File: src/rtl/iso_dio_pkg.sv
package iso_dio_pkg;
  localparam int DW        = 8;
  localparam int AW        = 4;
  localparam int OUT_BYTES = 3;
  localparam int IN_BYTES  = 3;
  localparam int COS_BYTES = 4;
  localparam int SYNC_STG  = 2;

  localparam logic [AW-1:0] OFS_OUT0    = 4'd0;
  localparam logic [AW-1:0] OFS_TTL_LAT = 4'd3;
  localparam logic [AW-1:0] OFS_IN0     = 4'd4;
  localparam logic [AW-1:0] OFS_TTL_PIN = 4'd7;
  localparam logic [AW-1:0] OFS_COS0    = 4'd8;
  localparam logic [AW-1:0] OFS_CTL     = 4'd12;
  localparam logic [AW-1:0] OFS_RSVD    = 4'd13;
  localparam logic [AW-1:0] OFS_COS_EN  = 4'd14;
  localparam logic [AW-1:0] OFS_SRST    = 4'd15;
  localparam int            CTL_MODE_BIT = 1;
endpackage

File: src/rtl/iso_dio_sync.sv
module iso_dio_sync #(
  parameter int W      = 8,
  parameter int STAGES = 2
) (
  input  logic         clk,
  input  logic         rst,
  input  logic [W-1:0] d,
  output logic [W-1:0] q
);
  logic [W-1:0] stg [STAGES];

  always_ff @(posedge clk) begin
    if (rst) begin
      for (int i = 0; i < STAGES; i++) stg[i] <= '0;
    end else begin
      stg[0] <= d;
      for (int i = 1; i < STAGES; i++) stg[i] <= stg[i-1];
    end
  end

  assign q = stg[STAGES-1];
endmodule

File: src/rtl/iso_dio_regs.sv
module iso_dio_regs
  import iso_dio_pkg::*;
#(
  parameter int NOUT = OUT_BYTES,
  parameter int NCOS = COS_BYTES
) (
  input  logic                 clk,
  input  logic                 rst,
  input  logic                 wr_en,
  input  logic [AW-1:0]        addr,
  input  logic [DW-1:0]        wdata,
  output logic [NOUT*DW-1:0]   out_lat,
  output logic [DW-1:0]        ttl_lat,
  output logic                 ttl_mode,
  output logic [DW-1:0]        cos_en,
  output logic [NCOS*DW-1:0]   cos_clr,
  output logic                 board_rst
);
  logic soft_wr;
  logic clr;

  assign soft_wr = wr_en && (addr == OFS_SRST);
  assign clr     = rst || soft_wr;

  for (genvar g = 0; g < NOUT; g++) begin : g_out
    always_ff @(posedge clk) begin
      if (clr)
        out_lat[g*DW +: DW] <= '0;
      else if (wr_en && addr == (OFS_OUT0 + AW'(g)))
        out_lat[g*DW +: DW] <= wdata;
    end
  end

  for (genvar g = 0; g < NCOS; g++) begin : g_cos
    always_ff @(posedge clk) begin
      if (rst)
        cos_clr[g*DW +: DW] <= '0;
      else if (wr_en && addr == (OFS_COS0 + AW'(g)))
        cos_clr[g*DW +: DW] <= wdata;
      else
        cos_clr[g*DW +: DW] <= '0;
    end
  end

  always_ff @(posedge clk) begin
    if (clr) begin
      ttl_lat  <= '0;
      ttl_mode <= 1'b0;
      cos_en   <= '0;
    end else if (wr_en) begin
      if (addr == OFS_TTL_LAT) ttl_lat  <= wdata;
      if (addr == OFS_CTL)     ttl_mode <= wdata[CTL_MODE_BIT];
      if (addr == OFS_COS_EN)  cos_en   <= wdata;
    end
  end

  always_ff @(posedge clk) begin
    if (rst) board_rst <= 1'b0;
    else     board_rst <= soft_wr;
  end
endmodule

File: src/rtl/iso_dio_rdmux.sv
module iso_dio_rdmux
  import iso_dio_pkg::*;
#(
  parameter int NOUT = OUT_BYTES,
  parameter int NIN  = IN_BYTES,
  parameter int NCOS = COS_BYTES
) (
  input  logic               clk,
  input  logic               rst,
  input  logic [AW-1:0]      addr,
  input  logic [NOUT*DW-1:0] out_lat,
  input  logic [DW-1:0]      ttl_lat,
  input  logic [NIN*DW-1:0]  iso_s,
  input  logic [DW-1:0]      ttl_s,
  input  logic [NCOS*DW-1:0] cos_status,
  input  logic               ttl_mode,
  input  logic [DW-1:0]      cos_en,
  input  logic               irq_pin,
  output logic [DW-1:0]      rdata
);
  logic [DW-1:0] nxt;

  always_comb begin
    nxt = '0;
    for (int i = 0; i < NOUT; i++)
      if (addr == OFS_OUT0 + AW'(i)) nxt = out_lat[i*DW +: DW];
    for (int i = 0; i < NIN; i++)
      if (addr == OFS_IN0 + AW'(i)) nxt = iso_s[i*DW +: DW];
    for (int i = 0; i < NCOS; i++)
      if (addr == OFS_COS0 + AW'(i)) nxt = cos_status[i*DW +: DW];
    if (addr == OFS_TTL_LAT) nxt = ttl_lat;
    if (addr == OFS_TTL_PIN) nxt = ttl_s;
    if (addr == OFS_CTL)     nxt = DW'(ttl_mode) << CTL_MODE_BIT;
    if (addr == OFS_COS_EN)  nxt = cos_en;
    if (addr == OFS_SRST)    nxt = DW'(irq_pin);
  end

  always_ff @(posedge clk) begin
    if (rst) rdata <= '0;
    else     rdata <= nxt;
  end
endmodule

File: src/rtl/iso_dio_bank.sv
module iso_dio_bank
  import iso_dio_pkg::*;
#(
  parameter int NOUT = OUT_BYTES,
  parameter int NIN  = IN_BYTES,
  parameter int NCOS = COS_BYTES,
  parameter int NSYNC = SYNC_STG
) (
  input  logic                 clk,
  input  logic                 rst,
  input  logic [AW-1:0]        bus_addr,
  input  logic                 bus_we,
  input  logic [DW-1:0]        bus_wdata,
  output logic [DW-1:0]        bus_rdata,
  output logic [NOUT*DW-1:0]   out_pins,
  input  logic [NIN*DW-1:0]    iso_in,
  input  logic [DW-1:0]        ttl_in,
  output logic [DW-1:0]        ttl_out,
  output logic                 ttl_oe,
  output logic [NIN*DW-1:0]    iso_sync,
  output logic [DW-1:0]        ttl_sync,
  input  logic [NCOS*DW-1:0]   cos_status,
  output logic [NCOS*DW-1:0]   cos_clr_mask,
  output logic [DW-1:0]        cos_en,
  input  logic                 irq_pin,
  output logic                 board_rst
);
  logic [NOUT*DW-1:0] out_lat;
  logic [DW-1:0]      ttl_lat;
  logic               ttl_mode;

  iso_dio_sync #(.W(NIN*DW), .STAGES(NSYNC)) u_sync_iso (
    .clk(clk), .rst(rst), .d(iso_in), .q(iso_sync));

  iso_dio_sync #(.W(DW), .STAGES(NSYNC)) u_sync_ttl (
    .clk(clk), .rst(rst), .d(ttl_in), .q(ttl_sync));

  iso_dio_regs #(.NOUT(NOUT), .NCOS(NCOS)) u_regs (
    .clk(clk), .rst(rst), .wr_en(bus_we), .addr(bus_addr), .wdata(bus_wdata),
    .out_lat(out_lat), .ttl_lat(ttl_lat), .ttl_mode(ttl_mode),
    .cos_en(cos_en), .cos_clr(cos_clr_mask), .board_rst(board_rst));

  iso_dio_rdmux #(.NOUT(NOUT), .NIN(NIN), .NCOS(NCOS)) u_rd (
    .clk(clk), .rst(rst), .addr(bus_addr), .out_lat(out_lat),
    .ttl_lat(ttl_lat), .iso_s(iso_sync), .ttl_s(ttl_sync),
    .cos_status(cos_status), .ttl_mode(ttl_mode), .cos_en(cos_en),
    .irq_pin(irq_pin), .rdata(bus_rdata));

  assign out_pins = out_lat;
  assign ttl_out  = ttl_lat;
  assign ttl_oe   = ttl_mode;
endmodule

File: config.mk
export PLATFORM = sky130hd
export DESIGN_NAME = iso_dio_bank
export DESIGN_NICKNAME = d
export VERILOG_FILES = /design/src/rtl/iso_dio_pkg.sv /design/src/rtl/iso_dio_sync.sv /design/src/rtl/iso_dio_regs.sv /design/src/rtl/iso_dio_rdmux.sv /design/src/rtl/iso_dio_bank.sv
export SDC_FILE = /design/constraint.sdc
export NUM_CORES = 1
export LEC_CHECK = 0
export ABC_AREA = 0
export BUFFER_PORTS_ARGS = -buffer_cell sky130_fd_sc_hd__buf_2
export CORE_UTILIZATION = 34
export DETAILED_ROUTE_END_ITERATION = 6
export GPL_TIMING_DRIVEN = 0
export PLACE_DENSITY = 0.58
export SLEW_MARGIN = 30
export SYNTH_ARGS = -nofsm -noshare
export SYNTH_HDL_FRONTEND = slang
export SYNTH_SLANG_ARGS = --single-unit
export TNS_END_PERCENT = 10
File: constraint.sdc
create_clock -name clk -period 2.8 [get_ports clk]
set_clock_uncertainty 0.2 [all_clocks]
set_input_delay 0.14 -clock clk [delete_from_list [all_inputs] [get_ports clk]]
set_output_delay 0.14 -clock clk [all_outputs]
set_load 0.05 [all_outputs]
-- Word-level counts from Yosys, hierarchy flattened
Memories as Yosys holds them, arrays and structs flattened.
Index checks and enable logic that the tools add are counted.
- equality and inequality tests: 14
- mux-type cells: 22
- bitwise gates (word level): 8
- reductions and logical operators: 18
- operator list (cell ; count):
    $mux 8 ; 16
    $mux 24 ; 2
    $eq 4x4->1 const B ; 7
    $eq 4x3->1 const B ; 4
    $reduce_or 2->1 ; 5
    $eq 4x2->1 const B ; 2
    $logic_and 1x1->1 ; 8
    $reduce_and 2->1 ; 3
    $eq 4x1->1 const B ; 1
    $logic_not 4->1 ; 1
    $mux 1 ; 4
    $not 1->1 ; 4
    $or 1x1->1 ; 4
    $logic_or 1x1->1 ; 1
- bits in registers: 82
- memory bits (writable): 64
- output and inout bits: 114
- memories: 2
- memory list (memory ; words ; width ; rd ports ; clocked after memory_dff ; wr ports ; RTL line ; text):
    u_sync_iso.stg ; 2 ; 24 ; 2 ; 0 ; 2 ; iso_dio_sync.sv:10 ; logic [W-1:0] stg [STAGES];
    u_sync_ttl.stg ; 2 ; 8 ; 2 ; 0 ; 2 ; iso_dio_sync.sv:10 ;

-- Logic depth before layout (Yosys ltp)
Gate-level depths: netlist of the first run.
- word-level depth: 16
- gate-level depth with buffers: 8
- mapped depth without buffers: 5

-- Cells and area by module
Synthesis of the first run repeated with hierarchy kept, for this count alone.
- cells, all modules: 663
- area, all modules: 6135.9 um2
- modules (own cells, without submodules) (module ; instances ; cells an instance ; area each (um2) ; seq. area each (um2)):
    iso_dio_regs ; 1 ; 267 ; 2586.2 ; 1481.4
    iso_dio_rdmux ; 1 ; 230 ; 1540.2 ; 160.2
    iso_dio_sync (u_sync_iso) ; 1 ; 125 ; 1485.2 ; 960.9
    iso_dio_sync (u_sync_ttl) ; 1 ; 41 ; 524.3 ; 320.3

-- Least setup slack after synthesis of the first run
No wires, ideal clock.
- path kind: register to register
- start point: register u_regs.out_lat[11]
- end point: register u_rd.rdata[3]
- setup time: 0.117 ns
- arrival: 1.698 ns
- required time: 2.483 ns
- setup slack: 0.785 ns
- stages on the path, launching flop included: 6
- path buffers: 0
- period minus slack after synthesis: 2.015 ns
- cell sequence: dfxtp_1 mux2_1 a221o_1 a222oi_1 o22ai_1 a22o_1
- longest elaborated chain between the ends: 13
- ends and longest elaborated chain (what ; RTL line ; text):
    from (decl) ; iso_dio_regs.sv:12 ; output logic [NOUT*DW-1:0] out_lat,
    from (signal, indexed assignment) ; iso_dio_regs.sv:30 ; out_lat[g*DW +: DW] <= wdata;
    $mux 8 (2 in a row) ; iso_dio_rdmux.sv:26 ; if (addr == OFS_OUT0 + AW'(i)) nxt = out_lat[i*DW +: DW];
    $mux 8 (3 in a row) ; iso_dio_rdmux.sv:28 ; if (addr == OFS_IN0 + AW'(i)) nxt = iso_s[i*DW +: DW];
    $mux 8 (4 in a row) ; iso_dio_rdmux.sv:30 ; if (addr == OFS_COS0 + AW'(i)) nxt = cos_status[i*DW +: DW];
    $mux 8 ; iso_dio_rdmux.sv:31 ; if (addr == OFS_TTL_LAT) nxt = ttl_lat;
    $mux 8 ; iso_dio_rdmux.sv:32 ; if (addr == OFS_TTL_PIN) nxt = ttl_s;
    $mux 8 ; iso_dio_rdmux.sv:33 ; if (addr == OFS_CTL) nxt = DW'(ttl_mode) << CTL_MODE_BIT;
    $mux 8 ; iso_dio_rdmux.sv:34 ; if (addr == OFS_COS_EN) nxt = cos_en;
    to (signal assigned) ; iso_dio_rdmux.sv:40 ; else rdata <= nxt;
    to (decl) ; iso_dio_rdmux.sv:19 ; output logic [DW-1:0] rdata
No other way between the ends.
A chain may end at the register's enable or synchronous reset.

-- Worst setup path after layout of the first run
- start point: register u_regs.ttl_lat[4]
- end point: register u_rd.rdata[4]
- longest elaborated chain between the ends: 4
- ends and longest elaborated chain (what ; RTL line ; text):
    from (decl) ; iso_dio_regs.sv:13 ; output logic [DW-1:0] ttl_lat,
    from (signal assigned) ; iso_dio_regs.sv:51 ; if (addr == OFS_TTL_LAT) ttl_lat <= wdata;
    $mux 8 ; iso_dio_rdmux.sv:31 ;
    $mux 8 ; iso_dio_rdmux.sv:32 ;
    $mux 8 ; iso_dio_rdmux.sv:33 ;
    $mux 8 ; iso_dio_rdmux.sv:34 ;
No other way between the ends.

==> qor.csv, run 1 <==
stage,metric,value,unit
logic_synthesis,dominantRegCellSynth,dfxtp_1,
sta,finalCritPeriodShare,80.5,%
sta,post-route-min-period,2.25,ns
power_and_ir_drop,power_frac_comb,11.5,%
placement,gp_congestion,0.987,
logic_synthesis,syn_area,5870,µm²
die,core-area,16700,µm²
placement,dp_hpwl,14700,µm
finish,area_growth,40.5,%
clock_tree,cts-root-buf,clkbuf_16,
power_and_ir_drop,leakage,3.97,nW
drt,drt_first_pass_iters,5,
drt,drc_errors,0,
logic_synthesis,synth-seq-area-share,49.8,%
setup_path,crit_path_max_fanout,3,
finish,fin_util,49.4,%
placement,portBuffers,191,
global_route,grt_first_pass_wirelength,30600,µm
sta,finalMaxSlewViolations,0,
logic_synthesis,yosysUniqueCellTypes,60,
job,drv_cap,0,
power_and_ir_drop,intPower,4.10,mW
run_status,status,"finished, final reports clean",
sta,hold_violations,0,
power_and_ir_drop,powerDensity,659,nW/µm²
sta,setup_viol,0,
logic_synthesis,async_flop_share,0,%
drt,wl_per_cell,18.3,µm
clock_tree,clock_sinks,146,
power_and_ir_drop,switching_share,24.6,%
sta,tightestPinTransition,0.738,ns
die,dieArea,17800,µm²
sta,grt_setup_unrepaired,false,
die,start_util,35.1,%
drt,drtIter0Drc,318,
power_and_ir_drop,seq_power_share,39.9,%
die,die_y,133,µm
setup_path,arrival,2.43,ns
drt,antenna_left,0,
sta,max_clock_freq,443,MHz
logic_synthesis,synth-seq-cells,146,
power_and_ir_drop,ir_drop,495,µV
power_and_ir_drop,power_frac_clock,48.6,%
clock_tree,path_clk_slew,0.06,ns
clock_tree,post_cts_buffers,0,
finish,drive_gt1_share,32.1,%
sta,whs,0.0135,ns
die,num_rows,47,
sta,max-slew-margin-rel,50.8,%
global_route,grt_pass1_vias,5193,
sta,finalSetupTns,0,ns
sta,layout_setup_ws,0.545,ns
drt,wirelength,20300,µm
setup_path,setup.reg_to_reg.worst_slack,0.55,ns
logic_synthesis,synth_edf_count,0,
clock_tree,htree_levels,4,
logic_synthesis,synthesis.nets,701,
hold_path,hp-class,input port to flop,
die,die_x,133,µm
drt,via_per_inst,4.85,
logic_synthesis,synthCells,621,
global_route,antenna_found_initial,2,
logic_synthesis,syn-mean-instance-area,9.45,µm²
setup_path,crit_path_end_kind,flop,
logic_synthesis,yosysWarnings,0,
power_and_ir_drop,power_switching,1.33,mW
global_route,grt_usage,23.2,%
clock_tree,clockBufferDepth,2,
setup_path,critical_path_class,flop to flop,
setup_path,crit_required,2.97,ns
setup_path,crit_path_start_kind,flop,
drt,via_count,5388,
die,pin_count,194,
clock_tree,cts_made_buffers,17,
finish,final_nets,957,
global_route,overflow,0,
clock_tree,clk_latency,0.43,ns
placement,dpl_worst_slack,0.619,ns
global_route,grt_max_degree,17,
clock_tree,cts_tree,done,
==> registers in the layout, summed over array words and instances (netlist names) <==
signal,flops
u_regs.ttl_mode,1
u_rd.rdata,8
u_regs.ttl_lat,8
u_regs.board_rst,1
u_regs.cos_clr,32
u_sync_ttl.stg,16
u_regs.cos_en,8
u_regs.out_lat,24
u_sync_iso.stg,48
==> logic make-up after synthesis <==
group	Yosys count	share of synthesized area, %
simple gates	226	20.9
buf+inv	83	8.12
compound gates	127	14.4
flops	146	49.8
mux	39	6.76
==> per-stage QoR <==
step	power (mW)	instance area (µm²)	instances
after CTS	5.45	8240	1110
final	5.43	8250	1111
after global routing	5.59	8250	1111
after global placement	2.78	7100	1032
after detailed placement	2.78	7100	1032
after floorplan	2.58	5870	621
==> timing repair <==
item                      in CTS  in global routing
gates resized for setup        0                  0
hold buffers                  46                  0
hold endpoints to repair      99                  0
==> layout make-up <==
class,instances,area (µm²)
Tap cell,220,275
Timing Repair Buffer,237,1420
Multi-Input combinational cell,392,2470
Clock inverter,12,228
Clock buffer,20,457
Inverter,9,33.8
Antenna cell,1,2.50
Buffer,74,443
Fill cell,1662,8450
Sequential cell,146,2920
==> synthesized netlist by cell type (2+ instances only) <==
| cell type | instances | share of area [%] |
|---|---|---|
| o21bai_1 | 3 | 0.38 |
| o2bb2ai_1 | 4 | 0.60 |
| dfxtp_1 | 146 | 50 |
| buf_6 | 3 | 0.58 |
| a21o_1 | 2 | 0.26 |
| o31ai_1 | 3 | 0.38 |
| a211oi_1 | 7 | 0.90 |
| nand4_2 | 2 | 0.43 |
| nand2_1 | 21 | 1.3 |
| nor3_1 | 10 | 0.85 |
| o31a_1 | 2 | 0.30 |
| inv_1 | 8 | 0.51 |
| a22oi_1 | 6 | 0.77 |
| a32oi_1 | 2 | 0.30 |
| nor3b_1 | 2 | 0.26 |
| o21ai_0 | 26 | 2.2 |
| a22o_1 | 3 | 0.45 |
| mux2i_1 | 34 | 5.8 |
| and2_1 | 34 | 3.6 |
| nand3_1 | 11 | 0.94 |
| nand2b_1 | 9 | 0.96 |
| nor2_1 | 56 | 3.6 |
| buf_4 | 32 | 4.1 |
| mux2_2 | 2 | 0.38 |
| a31oi_1 | 7 | 0.75 |
| buf_2 | 18 | 1.5 |
| a221o_1 | 2 | 0.34 |
| nor2b_1 | 70 | 7.5 |
| clkbuf_1 | 20 | 1.3 |
| o211ai_1 | 4 | 0.51 |
| o22ai_1 | 7 | 0.75 |
| a221oi_1 | 4 | 0.60 |
| a21oi_1 | 28 | 2.4 |
| mux2_1 | 3 | 0.58 |
| o21ai_1 | 3 | 0.26 |
| o21a_1 | 3 | 0.38 |
==> power groups by stage <==
stage | Sequential (mW) | Clock (mW) | Combinational, mW
after global placement | 2.21 | 0 | 0.570
after CTS | 2.17 | 2.66 | 0.622
after global routing | 2.17 | 2.75 | 0.667
final | 2.17 | 2.64 | 0.626
after detailed placement | 2.21 | 0 | 0.571
after floorplan | 2.26 | 0 | 0.312
==> placed cells by master, fill, tap and decap left out, types with 3 or more instances in the layout <==
| cell type | synthesis | final |
|---|---|---|
| a211oi_1 | 7 | 7 |
| a21oi_1 | 28 | 28 |
| a221oi_1 | 4 | 4 |
| a22o_1 | 3 | 3 |
| a22oi_1 | 6 | 6 |
| a31oi_1 | 7 | 7 |
| and2_1 | 34 | 34 |
| buf_2 | 18 | 209 |
| buf_4 | 32 | 32 |
| buf_6 | 3 | 3 |
| bufinv_16 | 0 | 6 |
| clkbuf_1 | 20 | 21 |
| clkbuf_16 | 0 | 17 |
| clkinv_4 | 0 | 3 |
| dfxtp_1 | 146 | 146 |
| dlygate4sd3_1 | 0 | 46 |
| inv_1 | 8 | 8 |
| mux2_1 | 3 | 3 |
| mux2i_1 | 34 | 34 |
| nand2_1 | 21 | 21 |
| nand2b_1 | 9 | 9 |
| nand3_1 | 11 | 11 |
| nor2_1 | 56 | 56 |
| nor2b_1 | 70 | 70 |
| nor3_1 | 10 | 10 |
| o211ai_1 | 4 | 4 |
| o21a_1 | 3 | 3 |
| o21ai_0 | 26 | 26 |
| o21ai_1 | 3 | 3 |
| o21bai_1 | 3 | 3 |
| o22ai_1 | 7 | 7 |
| o2bb2ai_1 | 4 | 4 |
| o31ai_1 | 3 | 3 |
==> final timing paths <==
check,to,cells past startpoint,start
setup reg to reg,u_rd.rdata[4],6,u_regs.ttl_lat[4]
setup / recovery,u_rd.rdata[4],6,u_regs.ttl_lat[4]
hold / removal,u_rd.rdata[2],4,rst
hold reg to reg,u_sync_iso.stg[0][41],1,u_sync_iso.stg[0][17]
==> per-layer routing <==
metal	track usage [%]	vias to the layer above	routed length (µm)	share of wire, %
li1	-	2607	-	-
met3	7.15	29	1640	8.1
met4	8.46	0	418	2.1
met5	0	-	0	0
met2	35.3	246	9070	45
met1	30.9	2506	9170	45
==> critical path: stages (launching register included) <==
cell and delay [ns]:
dfxtp_1 0.37, nor3_1 0.07, a211oi_1 0.42, a211oi_1 0.09
o31ai_1 0.30, o31a_1 0.19, dlygate4sd3_1 0.54
Power figures use the tool's default switching activity.
==> run 2, diff against run 1 <==
- PLACE_DENSITY: 0.58 -> 0.6
- clock period: 2.8 -> 1.87 ns (I/O delays scaled with it)
==> qor.csv, run 2 (same netlist as run 1, synthesis figures left out) <==
stage,metric,value,unit,change
run_status,status,"finished, violations left",,
run_status,violations,negative setup slack,,
drt,wl_per_cell,18.2,µm,-0.56%
sta,finalMaxSlewViolations,0,,unchanged
clock_tree,clockBufferDepth,2,,unchanged
sta,hold_violations,0,,unchanged
finish,most-common-layout-cells,"buf_2 (209), dfxtp_1 (144), nor2b_1 (70)",,
drt,via_count,5536,,+2.7%
clock_tree,htree_levels,4,,unchanged
drt,drt_first_pass_iters,5,,unchanged
power_and_ir_drop,leakage,3.95,nW,-0.41%
finish,final_nets,963,,+0.63%
power_and_ir_drop,ir_drop,684,µV,+38%
finish,finalInstanceArea,8260,µm²,+0.20%
placement,gp_congestion,0.914,,-7.4%
sta,max-slew-margin-rel,57.2,%,+6.4 points
drt,wirelength,20300,µm,+0.15%
sta,max_clock_freq,459,MHz,+3.6%
finish,top_register,u_sync_iso.stg,,
drt,via_per_inst,4.95,,+2.0%
clock_tree,path_clk_slew,0.06,ns,about the same
die,die_y,133,µm,unchanged
clock_tree,cts_tree,done,,
drt,routed.top_layer,met4,,
global_route,grt_pass1_vias,5358,,+3.2%
placement,dp_hpwl,14800,µm,+0.16%
die,num_rows,47,,unchanged
setup_path,crit_slowest_cell,a222oi_1,,
drt,route.met2.wl,9190,µm,+1.3%
placement,portBuffers,191,,unchanged
setup_path,crit_path_end_kind,flop,,
job,drv_cap,0,,unchanged
global_route,overflow,0,,unchanged
sta,grt_setup_unrepaired,true,,
drt,wl_met1,8730,µm,-4.9%
global_route,grt_usage,23.2,%,-0.044 points
sta,finalCritPeriodShare,116,%,+36 points
finish,area_growth,40.8,%,
die,pin_count,194,,unchanged
clock_tree,cts_made_buffers,17,,unchanged
finish,largest_register_ffs,48,,unchanged
finish,layout_commonest_cell,buf_2,,
sta,layout_setup_ws,-0.308,ns,-0.853 ns
drt,antenna_left,0,,unchanged
placement,place_inst,1032,,unchanged
drt,drc_errors,0,,unchanged
clock_tree,clk_latency,0.43,ns,about the same
sta,setup_viol,1,,+1
die,start_util,35.1,%,unchanged
setup_path,crit_required,1.98,ns,-0.99 ns
setup_path,slowest_delay,0.54,ns,about the same
setup_path,critical_path_class,flop to flop,,
global_route,grt_first_pass_wirelength,30400,µm,-0.65%
placement,dpl_cell_area,7110,µm²,+0.11%
die,die_x,133,µm,unchanged
drt,drtIter0Drc,383,,+20%
finish,drive_gt1_share,32.5,%,+0.34 points
setup_path,crit_path_start_kind,flop,,
hold_path,hp-class,input port to flop,,
setup_path,crit_path_max_fanout,2,,-1
global_route,grt_max_degree,17,,unchanged
finish,reg_top3,"u_sync_iso.stg: 48 flops, u_regs.cos_clr: 32 flops, u_regs.out_lat: 24 flops",,
die,core-area,16700,µm²,unchanged
power_and_ir_drop,powerDensity,935,nW/µm²,+42%
setup_path,worstPathCellList,mux2_4 > a221o_1 > a222oi_1 > o22ai_1 > a22o_1,,
clock_tree,clock_sinks,146,,unchanged
finish,instances_no_fill,1119,,+0.72%
setup_path,crit_family,compound AO/OA/AOI/OAI gates,,
drt,wl_met3,1940,µm,+18%
die,dieArea,17800,µm²,unchanged
setup_path,timing.critical_path.buf_inv,0,,-1
clock_tree,cts-root-buf,clkbuf_16,,
sta,tightestPinTransition,0.643,ns,-0.0957 ns
global_route,antenna_found_initial,2,,unchanged
setup_path,arrival,2.29,ns,-0.14 ns
sta,post-route-min-period,2.18,ns,-0.0774 ns
-- run 2: final timing paths --
kind	start	end	slack, ns	cells past startpoint
worst max register to register	u_regs.out_lat[3]	u_rd.rdata[3]	-0.31	5
worst min register to register	u_sync_iso.stg[0][10]	u_sync_iso.stg[0][34]	0.23	1
worst max-delay path	u_regs.out_lat[3]	u_rd.rdata[3]	-0.31	5
worst min-delay path	cos_status[23]	u_rd.rdata[7]	0.02	4
-- run 2: layout make-up --
type	instances	area (µm²)
Fill cell	1601	8440
Sequential cell	146	2930
Multi-Input combinational cell	392	2480
Timing Repair Buffer	243	1470
Buffer	74	443
Clock buffer	19	433
Tap cell	220	275
Clock inverter	13	186
Inverter	9	33.8
Antenna cell	3	7.51
-- run 2: per-layer routing --
layer | vias to the layer above | global-route usage, %
met1 | 2555 | 29.0
met5 | - | 0
met4 | 0 | 7.45
met3 | 44 | 8.49
li1 | 2633 | -
met2 | 304 | 37.0
-- run 2: per-stage QoR --
stage | total power [mW] | TNS, ns | util, % | setup WS (ns) | hold slack, ns
after global routing | 7.99 | -0.477 | 49.4 | -0.294 | 0.0332
after floorplan | 3.85 | 0 | - | 0.0184 | 0.0152
final | 7.72 | -0.308 | 49.5 | -0.308 | 0.0169
after CTS | 7.76 | -0.211 | 49.4 | -0.211 | 0.00778
after global placement | 4.16 | -5.03 | 42.6 | -0.276 | 0.104
after detailed placement | 4.16 | -5.66 | 42.6 | -0.254 | 0.105
-- run 2: worst register-to-register path, delay by kind of cell (launching register included) --
family / cells / cell delay [ns]
flops: 1 / 0.34
compound gates: 4 / 1.25
mux: 1 / 0.27
-- run 2: timing repair --
action / CTS / global route
pin swaps: 5 / 4
buffers inserted: 1 / 0
endpoints found under the setup margin: 2 / 4
gates cloned: 0 / 0
gates resized for setup: 1 / 2
endpoints found under the hold margin: 103 / 0
hold buffers: 51 / 0
-- run 2: where the power goes --
| part | switching, mW | internal, mW |
|---|---|---|
| clock network | 1.30 | 2.23 |
| registers | 0.0421 | 3.20 |
| logic | 0.591 | 0.362 |
==> run 3, diff against run 2 <==
- CORE_UTILIZATION: 34 -> 45
- PLACE_DENSITY: 0.6 -> 0.75
==> qor.csv, run 3 (same netlist as run 1, synthesis figures left out) <==
stage,metric,value,unit,change
die,core-area,12700,µm²,-24%
sta,finalMaxSlewViolations,0,,unchanged
drt,via_per_inst,5.19,,+4.9%
sta,tightestPinTransition,0.649,ns,+0.00646 ns
finish,most-common-layout-cells,"buf_2 (209), dfxtp_1 (143), nor2b_1 (70)",,
placement,dpl_worst_slack,-0.221,ns,+0.0326 ns
clock_tree,clock_sinks,146,,unchanged
placement,portBuffers,191,,unchanged
sta,setup_viol,1,,unchanged
sta,max_clock_freq,474,MHz,+3.3%
drt,wl_per_cell,17.5,µm,-3.5%
setup_path,crit_required,1.98,ns,about the same
finish,drive_gt1_share,33.1,%,+0.63 points
die,die_y,116,µm,-13%
power_and_ir_drop,powerDensity,898,nW/µm²,-3.9%
setup_path,crit_path_max_fanout,2,,unchanged
drt,wl_met3,1550,µm,-20%
setup_path,slowest_delay,0.49,ns,-0.05 ns
die,num_rows,41,,-13%
finish,top_register,u_sync_iso.stg,,
setup_path,critical_path_class,flop to flop,,
run_status,violations,negative setup slack,,
finish,reg_top3,"u_sync_iso.stg: 48 flops, u_regs.cos_clr: 32 flops, u_regs.out_lat: 24 flops",,
global_route,overflow,0,,unchanged
drt,antenna_left,0,,unchanged
finish,fillCellCount,1068,,-33%
job,drv_cap,0,,unchanged
drt,drtIter0Drc,400,,+4.4%
setup_path,timing.critical_path.buf_inv,0,,unchanged
global_route,antenna_found_initial,0,,-2
power_and_ir_drop,ir_drop,892,µV,+30%
drt,wirelength,18700,µm,-7.8%
die,start_util,46.3,%,+11 points
clock_tree,htree_levels,4,,unchanged
clock_tree,path_clk_slew,0.06,ns,about the same
die,dieArea,13500,µm²,-24%
finish,layout_commonest_cell,buf_2,,
finish,diodes,0,,-3
drt,drt_first_pass_iters,6,,+1
sta,grt_setup_unrepaired,true,,
finish,seqCellArea,2930,µm²,about the same
clock_tree,cts-root-buf,clkbuf_16,,
setup_path,arrival,2.22,ns,-0.07 ns
global_route,grt_pass1_vias,5123,,-4.4%
sta,post-route-min-period,2.11,ns,-0.0693 ns
clock_tree,cts_tree,done,,
drt,drc_errors,0,,unchanged
sta,finalSetupTns,-0.238,ns,+0.0693 ns
power_and_ir_drop,leakage,3.94,nW,-0.31%
drt,route.met2.wl,8580,µm,-6.6%
setup_path,crit_slowest_cell,a222oi_1,,
sta,finalCritPeriodShare,113,%,-3.7 points
finish,area_growth,38.9,%,
clock_tree,clk_latency,0.42,ns,about the same
finish,multi_input_area,2490,µm²,+0.55%
finish,finalInstanceArea,8150,µm²,-1.4%
global_route,grt_first_pass_wirelength,27800,µm,-8.7%
clock_tree,cts_made_buffers,17,,unchanged
global_route,grt_usage,28.4,%,+5.2 points
sta,layout_setup_ws,-0.238,ns,+0.0693 ns
setup_path,crit_family,compound AO/OA/AOI/OAI gates,,
global_route,grt_max_degree,17,,unchanged
clock_tree,clockBufferDepth,2,,unchanged
setup_path,crit_path_end_kind,flop,,
hold_path,hp-class,input port to flop,,
sta,hold_violations,0,,unchanged
sta,max-slew-margin-rel,56.7,%,-0.43 points
finish,largest_register_ffs,48,,unchanged
placement,dpl_cell_area,7050,µm²,-0.85%
die,pin_count,194,,unchanged
finish,final_nets,964,,+0.10%
drt,via_count,5546,,+0.18%
setup_path,crit_path_start_kind,flop,,
placement,dp_hpwl,13300,µm,-10%
die,die_x,116,µm,-13%
drt,routed.top_layer,met4,,
setup_path,worstPathCellList,mux2_4 > a221o_1 > a222oi_1 > o22ai_1 > a22o_1,,
run_status,status,"finished, violations left",,
drt,wl_met1,8040,µm,-7.8%
placement,gp_congestion,0.958,,+4.8%
run 3: cell types whose count changed in the layout (fill, tap and decap cells not counted), sizes merged:
cell,delta
bufinv,-3
diode,-3
clkbuf,+2
inv,+2
buf,+1
clkinvlp,-1
run 3: worst paths after layout:
kind / start / endpoint / slack, ns / cells past startpoint
max: u_regs.out_lat[3] / u_rd.rdata[3] / -0.24 / 5
min: cos_status[20] / u_rd.rdata[4] / 0.04 / 4
max reg2reg: u_regs.out_lat[3] / u_rd.rdata[3] / -0.24 / 5
min reg2reg: u_sync_iso.stg[0][22] / u_sync_iso.stg[0][46] / 0.23 / 1
run 3: area by class of cell:
cell class / instances / share of cell area (%)
Buffer: 74 / 5.50
Inverter: 9 / 0.414
Sequential cell: 146 / 36.0
Clock inverter: 11 / 1.30
Timing Repair Buffer: 244 / 18.2
Tap cell: 172 / 2.64
Multi-Input combinational cell: 392 / 30.6
Clock buffer: 21 / 5.40
run 3: metal layers:
layer  vias to the layer above  track usage (%)
li1                       2628                -
met1                      2583             36.1
met2                       294             45.7
met3                        41             7.32
met4                         0             12.1
met5                         -                0
run 3: worst register-to-register path: stages (launching register included):
cell and delay [ns]:
dfxtp_4 0.34, mux2_4 0.26, a221o_1 0.34, a222oi_1 0.49, o22ai_1 0.15, a22o_1 0.22
run 3: stage by stage:
stage / cells / utilization (%) / total power [mW] / hold slack (ns)
3_3_place_gp: 984 / 55.6 / 4.14 / 0.101
6_report: 1069 / 64.3 / 7.32 / 0.0359
2_1_floorplan: 621 / - / 3.85 / 0.0152
4_1_cts: 1069 / 64.1 / 7.33 / 0.00964
5_1_grt: 1069 / 64.3 / 7.56 / 0.0566
3_5_place_dp: 984 / 55.6 / 4.15 / 0.105
run 3: power by group:
part / switching (mW) / total, mW / internal [mW]
sequential: 0.0412 / 3.24 / 3.20
clock: 1.30 / 3.13 / 1.83
combinational: 0.586 / 0.950 / 0.364
total: 1.92 / 7.32 / 5.40
run 3: what timing repair did:
action	4_1_cts	5_1_grt
setup buffers	2	0
pin swaps	4	4
endpoints found under the setup margin	2	44
hold buffers	51	0
gates resized for setup	2	13
hold endpoints to repair	105	0
